## config.mk

```make
export PLATFORM = sky130hd
export DESIGN_NAME = flash_cmd_decoder
export DESIGN_NICKNAME = d
export VERILOG_FILES = /design/src/rtl/fcd_pkg.sv /design/src/rtl/fcd_rst_sync.sv /design/src/rtl/fcd_pair_decode.sv /design/src/rtl/fcd_seq_fsm.sv /design/src/rtl/fcd_op_state.sv /design/src/rtl/flash_cmd_decoder.sv
export SDC_FILE = /design/constraint.sdc
export NUM_CORES = 1
export LEC_CHECK = 0
export BUFFER_PORTS_ARGS = -buffer_cell sky130_fd_sc_hd__buf_2
export CORE_ASPECT_RATIO = 1.2
export CORE_MARGIN = 2
export CORE_UTILIZATION = 49
export CTS_CLUSTER_SIZE = 24
export DETAILED_ROUTE_END_ITERATION = 7
export GPL_TIMING_DRIVEN = 0
export PLACE_DENSITY_LB_ADDON = 0.3
export SLEW_MARGIN = 20
export SYNTH_ARGS = -nofsm -noshare
export SYNTH_HDL_FRONTEND = slang
export SYNTH_SLANG_ARGS = --single-unit
export TNS_END_PERCENT = 5
```

## constraint.sdc

```tcl
create_clock -name clk -period 1.7 [get_ports clk]
set_input_delay 0.17 -clock clk [delete_from_list [all_inputs] [get_ports clk]]
set_output_delay 0.17 -clock clk [all_outputs]
set_load 0.01 [all_outputs]
```

## src/rtl/fcd_pkg.sv

```systemverilog
package fcd_pkg;
  localparam int NUM_CODES = 8;
  localparam int IX_AA = 0;
  localparam int IX_55 = 1;
  localparam int IX_A0 = 2;
  localparam int IX_80 = 3;
  localparam int IX_10 = 4;
  localparam int IX_30 = 5;
  localparam int IX_F0 = 6;
  localparam int IX_B0 = 7;
  // code byte i sits at bits [8*i +: 8]
  localparam logic [NUM_CODES*8-1:0] CODE_TBL =
    {8'hB0, 8'hF0, 8'h30, 8'h10, 8'h80, 8'hA0, 8'h55, 8'hAA};
  localparam logic [10:0] KEY_FIRST  = 11'h555;
  localparam logic [10:0] KEY_SECOND = 11'h2AA;

  typedef enum logic [2:0] {
    ST_READ, ST_UNL1, ST_UNL2, ST_PGM, ST_ERS1, ST_ERS2, ST_ERS3
  } seq_state_t;

  typedef struct packed {
    logic                 lo_a;  // low bits match first key
    logic                 lo_b;  // low bits match second key
    logic [NUM_CODES-1:0] hit;   // data equals code i
  } pair_t;

  typedef struct packed {
    logic rst;
    logic pgm;
    logic chip;
    logic sect;
    logic susp;
    logic resm;
  } cmd_evt_t;
endpackage

```

## src/rtl/fcd_rst_sync.sv

```systemverilog
module fcd_rst_sync (
  input  logic clk,
  input  logic rst_n,
  output logic rst_sync_n
);
  logic [1:0] stage_q;

  always_ff @(posedge clk or negedge rst_n) begin
    if (!rst_n) stage_q <= 2'b00;
    else        stage_q <= {stage_q[0], 1'b1};
  end

  assign rst_sync_n = stage_q[1];
endmodule

```

## src/rtl/fcd_pair_decode.sv

```systemverilog
module fcd_pair_decode
  import fcd_pkg::*;
#(
  parameter int MATCH_W = 11
) (
  input  logic [MATCH_W-1:0] addr_lo,
  input  logic [7:0]         data,
  output pair_t              pair
);
  localparam logic [MATCH_W-1:0] KEY_A = MATCH_W'(KEY_FIRST);
  localparam logic [MATCH_W-1:0] KEY_B = MATCH_W'(KEY_SECOND);

  logic [NUM_CODES-1:0] hit_w;

  for (genvar i = 0; i < NUM_CODES; i++) begin : g_code
    assign hit_w[i] = (data == CODE_TBL[8*i +: 8]);
  end

  always_comb begin
    pair.lo_a = (addr_lo == KEY_A);
    pair.lo_b = (addr_lo == KEY_B);
    pair.hit  = hit_w;
  end
endmodule

```

## src/rtl/fcd_seq_fsm.sv

```systemverilog
module fcd_seq_fsm
  import fcd_pkg::*;
(
  input  logic     clk,
  input  logic     rst_n,
  input  logic     wr_en,
  input  pair_t    pair,
  input  logic     busy,
  input  logic     erase_running,
  input  logic     suspended,
  output cmd_evt_t evt
);
  seq_state_t state_q, state_d;
  logic at_a, at_b;

  assign at_a = pair.lo_a;
  assign at_b = pair.lo_b;

  always_comb begin
    state_d = state_q;
    evt     = '0;
    if (wr_en) begin
      if (busy) begin
        if (erase_running && pair.hit[IX_B0]) evt.susp = 1'b1;
      end else begin
        state_d = ST_READ;
        if (state_q == ST_PGM) begin
          evt.pgm = 1'b1;
        end else if (pair.hit[IX_F0]) begin
          evt.rst = 1'b1;
        end else begin
          unique case (state_q)
            ST_READ: begin
              if (at_a && pair.hit[IX_AA])            state_d = ST_UNL1;
              else if (suspended && pair.hit[IX_30])  evt.resm = 1'b1;
            end
            ST_UNL1: if (at_b && pair.hit[IX_55]) state_d = ST_UNL2;
            ST_UNL2: begin
              if (at_a && pair.hit[IX_A0])      state_d = ST_PGM;
              else if (at_a && pair.hit[IX_80]) state_d = ST_ERS1;
            end
            ST_ERS1: if (at_a && pair.hit[IX_AA]) state_d = ST_ERS2;
            ST_ERS2: if (at_b && pair.hit[IX_55]) state_d = ST_ERS3;
            ST_ERS3: begin
              if (!suspended) begin
                if (at_a && pair.hit[IX_10]) evt.chip = 1'b1;
                else if (pair.hit[IX_30])    evt.sect = 1'b1;
              end
            end
            default: state_d = ST_READ;
          endcase
        end
      end
    end
  end

  always_ff @(posedge clk or negedge rst_n) begin
    if (!rst_n) state_q <= ST_READ;
    else        state_q <= state_d;
  end
endmodule

```

## src/rtl/fcd_op_state.sv

```systemverilog
module fcd_op_state
  import fcd_pkg::*;
(
  input  logic     clk,
  input  logic     rst_n,
  input  cmd_evt_t evt,
  input  logic     op_done,
  output logic     busy,
  output logic     suspended,
  output logic     erase_running
);
  logic busy_q, busy_d;
  logic susp_q, susp_d;
  logic sect_q, sect_d;

  always_comb begin
    busy_d = busy_q;
    susp_d = susp_q;
    sect_d = sect_q;
    if (evt.pgm || evt.chip) begin
      busy_d = 1'b1;
      sect_d = 1'b0;
    end
    if (evt.sect || evt.resm) begin
      busy_d = 1'b1;
      sect_d = 1'b1;
    end
    if (evt.resm) susp_d = 1'b0;
    if (evt.susp) begin
      busy_d = 1'b0;
      susp_d = 1'b1;
    end else if (busy_q && op_done) begin
      busy_d = 1'b0;
    end
  end

  always_ff @(posedge clk or negedge rst_n) begin
    if (!rst_n) begin
      busy_q <= 1'b0;
      susp_q <= 1'b0;
      sect_q <= 1'b0;
    end else begin
      busy_q <= busy_d;
      susp_q <= susp_d;
      sect_q <= sect_d;
    end
  end

  assign busy          = busy_q;
  assign suspended     = susp_q;
  assign erase_running = busy_q & sect_q;
endmodule

```

## src/rtl/flash_cmd_decoder.sv

```systemverilog
module flash_cmd_decoder
  import fcd_pkg::*;
#(
  parameter int ADDR_W  = 18,
  parameter int MATCH_W = 11,
  parameter int SECT_W  = 6
) (
  input  logic              clk,
  input  logic              rst_n,
  input  logic              wr_en,
  input  logic [ADDR_W-1:0] wr_addr,
  input  logic [7:0]        wr_data,
  input  logic              op_done,
  output logic              cmd_reset,
  output logic              cmd_program,
  output logic [ADDR_W-1:0] prog_addr,
  output logic [7:0]        prog_data,
  output logic              cmd_chip_erase,
  output logic              cmd_sector_erase,
  output logic [SECT_W-1:0] sector_addr,
  output logic              cmd_suspend,
  output logic              cmd_resume,
  output logic              busy,
  output logic              suspended
);
  localparam int SECT_LSB = ADDR_W - SECT_W;

  logic     rst_i_n;
  pair_t    pair;
  cmd_evt_t evt;
  cmd_evt_t pulse_q;
  logic     erase_running;

  logic [ADDR_W-1:0] pa_q, pa_d;
  logic [7:0]        pd_q, pd_d;
  logic [SECT_W-1:0] sa_q, sa_d;

  fcd_rst_sync u_rst (
    .clk        (clk),
    .rst_n      (rst_n),
    .rst_sync_n (rst_i_n)
  );

  fcd_pair_decode #(.MATCH_W(MATCH_W)) u_pair (
    .addr_lo (wr_addr[MATCH_W-1:0]),
    .data    (wr_data),
    .pair    (pair)
  );

  fcd_seq_fsm u_fsm (
    .clk           (clk),
    .rst_n         (rst_i_n),
    .wr_en         (wr_en),
    .pair          (pair),
    .busy          (busy),
    .erase_running (erase_running),
    .suspended     (suspended),
    .evt           (evt)
  );

  fcd_op_state u_ops (
    .clk           (clk),
    .rst_n         (rst_i_n),
    .evt           (evt),
    .op_done       (op_done),
    .busy          (busy),
    .suspended     (suspended),
    .erase_running (erase_running)
  );

  always_comb begin
    pa_d = pa_q;
    pd_d = pd_q;
    sa_d = sa_q;
    if (evt.pgm) begin
      pa_d = wr_addr;
      pd_d = wr_data;
    end
    if (evt.sect) sa_d = wr_addr[SECT_LSB +: SECT_W];
  end

  always_ff @(posedge clk or negedge rst_i_n) begin
    if (!rst_i_n) begin
      pulse_q <= '0;
      pa_q    <= '0;
      pd_q    <= '0;
      sa_q    <= '0;
    end else begin
      pulse_q <= evt;
      pa_q    <= pa_d;
      pd_q    <= pd_d;
      sa_q    <= sa_d;
    end
  end

  assign cmd_reset        = pulse_q.rst;
  assign cmd_program      = pulse_q.pgm;
  assign cmd_chip_erase   = pulse_q.chip;
  assign cmd_sector_erase = pulse_q.sect;
  assign cmd_suspend      = pulse_q.susp;
  assign cmd_resume       = pulse_q.resm;
  assign prog_addr        = pa_q;
  assign prog_data        = pd_q;
  assign sector_addr      = sa_q;
endmodule

```

==> impl_metrics.prom <==
# TYPE chip_impl_metric gauge
chip_impl_info{name="result_of_the_run",value="complete, but fails checks"} 1
chip_impl_info{name="failed_checks",value="setup timing"} 1
chip_impl_info{name="timing.hold.worst.class",value="in -> reg"} 1
chip_impl_metric{name="drv_slew",unit=""} 0
chip_impl_metric{name="grt_first_pass_wirelength",unit="um"} 6680
chip_impl_metric{name="clock_insertion_delay_at_the_later_pin_of_the_skew_report",unit="ps"} 300
chip_impl_metric{name="finalInstanceArea",unit="mm2"} 0.00256
chip_impl_info{name="cp-start-kind",value="register"} 1
chip_impl_metric{name="final-hold-violation-count",unit=""} 0
chip_impl_metric{name="layout-drive-gt1-share",unit=""} 0.550
chip_impl_metric{name="postRouteAntennaNets",unit=""} 0
chip_impl_info{name="grt_most_used_layer",value="met2"} 1
chip_impl_metric{name="die_area",unit="mm2"} 0.00456
chip_impl_metric{name="met1_usage",unit=""} 0.271
chip_impl_metric{name="floorplan.io_pins",unit=""} 70
chip_impl_metric{name="synthArstFlopShare",unit=""} 1.00
chip_impl_metric{name="leakagePower",unit="nW"} 1.44
chip_impl_metric{name="initial_core_utilization",unit=""} 0.505
chip_impl_metric{name="initial_antenna_violation_count",unit=""} 0
chip_impl_metric{name="placement.cell_area",unit="mm2"} 0.00242
chip_impl_metric{name="maximum_clock_insertion_buffer_count",unit=""} 2
chip_impl_metric{name="drc_errors",unit=""} 0
chip_impl_metric{name="placer_congestion_estimate",unit=""} 0.849
chip_impl_metric{name="synth_area",unit="mm2"} 0.00197
chip_impl_metric{name="timing.critical_path.fanout_max",unit=""} 7
chip_impl_metric{name="layout_min_cycle_time",unit="ps"} 1820
chip_impl_metric{name="dr.pass1.iters",unit=""} 4
chip_impl_metric{name="pwr_density_cell",unit="mW/mm2"} 720
chip_impl_metric{name="layout.cells.non_filler",unit=""} 283
chip_impl_metric{name="total_power",unit="mW"} 1.84
chip_impl_info{name="synth_area_leader",value="sky130_fd_sc_hd__dfrtp_1"} 1
chip_impl_metric{name="overflow",unit=""} 0
chip_impl_metric{name="final_util",unit=""} 0.654
chip_impl_metric{name="met3_track_demand_over_resource_in_global_routing",unit=""} 0.0546
chip_impl_metric{name="critical_path.max_stage_delay",unit="ps"} 480
chip_impl_metric{name="timing.final.crit_share",unit=""} 1.07
chip_impl_metric{name="gr-usage-all-layers",unit=""} 0.202
chip_impl_info{name="cts.root.buffer_cell",value="sky130_fd_sc_hd__clkbuf_8"} 1
chip_impl_metric{name="tightestPinTransition",unit="ps"} 525
chip_impl_metric{name="synth_sequential_area_ratio",unit=""} 0.583
chip_impl_metric{name="routed_via_density",unit=""} 5.19
chip_impl_metric{name="synth-edff-count",unit=""} 0
chip_impl_metric{name="syn-num-nets",unit=""} 176
chip_impl_metric{name="yosys_warnings",unit=""} 0
chip_impl_metric{name="totalNegativeSetupSlack",unit="ps"} -720
chip_impl_metric{name="worst_setup_hold_path_clk_slew",unit="ps"} 80
chip_impl_metric{name="post-place-ws",unit="ps"} -182
chip_impl_metric{name="ys_seq_elements",unit=""} 46
chip_impl_metric{name="wl_per_cell",unit="um"} 14.5
chip_impl_metric{name="worst_ep_required_time",unit="ps"} 1880
chip_impl_info{name="timing.setup.critical_path_class",value="reg -> reg"} 1
chip_impl_info{name="path_cells",value="nand2b_4 -> or4_4 -> or2_1 -> buf_6 -> mux2_4"} 1
chip_impl_metric{name="route.vias.total",unit=""} 1468
chip_impl_info{name="yosys-top-cells-area",value="sky130_fd_sc_hd__dfrtp_1, sky130_fd_sc_hd__mux2_2, sky130_fd_sc_hd__mux2_4"} 1
chip_impl_metric{name="dp_hpwl",unit="um"} 3170
chip_impl_metric{name="max_slew_margin",unit=""} 0.650
chip_impl_info{name="worst_path_dominant_cell_family",value="simple AND/OR/NAND/NOR gates"} 1
chip_impl_metric{name="drt_first_iter_violations",unit=""} 65
chip_impl_metric{name="register_to_register_setup_slack",unit="ps"} -120
chip_impl_metric{name="num_antenna_cells",unit=""} 0
chip_impl_metric{name="dieWidth",unit="um"} 61.9
chip_impl_metric{name="port-buffer-count",unit=""} 69
chip_impl_metric{name="numCtsBuffers",unit=""} 5
chip_impl_metric{name="critical_path_arrival",unit="ps"} 2010
chip_impl_metric{name="dp_cells",unit=""} 270
chip_impl_metric{name="fin_skew",unit="ps"} 7.82
chip_impl_metric{name="number_of_rows_in_the_core_area",unit=""} 25
chip_impl_metric{name="synth_cell_types",unit=""} 41
chip_impl_metric{name="synth_cells",unit=""} 146
chip_impl_metric{name="cts_max_level",unit=""} 2
chip_impl_metric{name="number_of_global_route_vias_before_repair",unit=""} 1461
chip_impl_metric{name="hold-worst-slack",unit="ps"} 95.3
chip_impl_metric{name="achievable-frequency",unit="GHz"} 0.548
chip_impl_metric{name="worst_ir_drop_vdd",unit="uV"} 708
chip_impl_metric{name="finish.net_count",unit=""} 258
chip_impl_info{name="synthFlopType",value="sky130_fd_sc_hd__dfrtp_1"} 1
chip_impl_info{name="crit_path_top_delay_cell",value="sky130_fd_sc_hd__or4_4"} 1
chip_impl_metric{name="timing.critical_path.buf_inv",unit=""} 1
chip_impl_info{name="timing.critical_path.to_type",value="register"} 1
chip_impl_metric{name="floorplan.die.height",unit="um"} 73.5
chip_impl_metric{name="drv.max_cap_violation_count",unit=""} 0
chip_impl_metric{name="floorplan.core_area",unit="mm2"} 0.00391
chip_impl_metric{name="drt_wl_total",unit="um"} 4110
chip_impl_metric{name="grt_use_met2",unit=""} 0.299
chip_impl_metric{name="area.growth.synth_to_final",unit="%"} 29.6
chip_impl_metric{name="number_of_setup_violations_in_the_final_report",unit=""} 7
chip_impl_metric{name="largest_net_degree_at_the_start_of_global_routing",unit=""} 24
chip_impl_info{name="grt_setup_unrepaired",value="true"} 1
chip_impl_info{name="tritoncts",value="built"} 1
chip_impl_metric{name="setup_ws",unit="ps"} -125
chip_impl_metric{name="clock_sinks",unit=""} 46
chip_impl_metric{name="yosys.area.top_type_share",unit=""} 0.583
chip_impl_metric{name="synth_area_per_cell",unit="um2"} 13.5
state kept, by name, summed over array words and instances, names as in the netlist:
name	flops
prog_addr	18
prog_data	8
sector_addr	6
u_fsm.state_q	3
u_rst.stage_q	2
cmd_chip_erase	1
cmd_program	1
cmd_reset	1
cmd_resume	1
cmd_sector_erase	1
cmd_suspend	1
u_ops.busy	1
u_ops.sect_q	1
u_ops.suspended	1
cell type report:
cell class / count / area [um2]
inverters: 2 / 7.51
multi-input cells: 94 / 790
clock inverters: 2 / 10.0
flip-flops and latches: 46 / 1150
plain buffers: 4 / 45.0
fillers: 313 / 1350
clock buffers: 6 / 72.6
repair buffers: 75 / 413
well taps: 54 / 67.6
cells in the mapped netlist, drive strengths merged (2+ instances only):
cell / n
o21ai: 2
buf: 4
nor3: 2
dfrtp: 46
inv: 2
nand2b: 2
nor2: 9
and2: 3
mux2: 32
nor4bb: 3
nand3: 2
a21oi: 2
nand3b: 2
a21o: 2
nor2b: 2
nand4: 3
nand2: 7
and3: 2
kinds of logic after synthesis:
family | synth area share
multiplexers | 0.194
other | 0.00190
buffers and inverters | 0.0171
flip-flops | 0.583
AND/OR/NAND/NOR | 0.155
AO/OA/AOI/OAI | 0.0488
power breakdown:
group / internal (mW) / switching [mW]
Combinational: 0.0485 / 0.0504
Sequential: 1.10 / 0.0112
Clock: 0.285 / 0.351
worst paths after layout:
| kind | startpoint | endpoint | cells after the start |
|---|---|---|---|
| min in group asynchronous | rst_n | u_rst.stage_q[1] | 2 |
| max reg2reg | u_ops.busy | sector_addr[0] | 5 |
| min | wr_addr[11] | prog_addr[11] | 2 |
| max | u_ops.busy | sector_addr[0] | 5 |
| min reg2reg | u_rst.stage_q[1] | prog_addr[11] | 0 |
| max in group asynchronous | u_rst.stage_q[1] | u_fsm.state_q[1] | 1 |
per-layer routing:
| metal | part of all wire | vias to the layer above | wire length, um |
|---|---|---|---|
| met3 | 0.067 | 8 | 274 |
| li1 | - | 691 | - |
| met1 | 0.44 | 711 | 1800 |
| met5 | 0 | - | 0 |
| met4 | 0.018 | 0 | 72 |
| met2 | 0.48 | 58 | 1960 |
cells in the final DEF (no fill, tap or decap), types with 3 or more instances in the layout:
master,Yosys,routed
sky130_fd_sc_hd__buf_2,3,69
sky130_fd_sc_hd__buf_4,0,4
sky130_fd_sc_hd__buf_6,1,4
sky130_fd_sc_hd__clkbuf_8,0,5
sky130_fd_sc_hd__dfrtp_1,46,44
sky130_fd_sc_hd__mux2_2,26,26
sky130_fd_sc_hd__mux2_4,6,6
sky130_fd_sc_hd__nand2_1,7,7
sky130_fd_sc_hd__nand4_1,3,3
sky130_fd_sc_hd__nor2_1,9,9
sky130_fd_sc_hd__nor4bb_1,3,3
worst register-to-register path, cell delays in order (launching register included):
cell and delay, ps:
sky130_fd_sc_hd__dfrtp_1 410, sky130_fd_sc_hd__nand2b_4 150, sky130_fd_sc_hd__or4_4 480, sky130_fd_sc_hd__or2_1 230, sky130_fd_sc_hd__buf_6 150, sky130_fd_sc_hd__mux2_4 300
what timing repair did:
item / in CTS / in global routing
gates resized for setup: 4 / 3
endpoints found under the setup margin: 26 / 26
pin swaps: 1 / 1
endpoints found under the hold margin: 2 / 0
hold buffers: 1 / 0
buffers inserted: 3 / 1
Power figures use the tool's default switching activity.
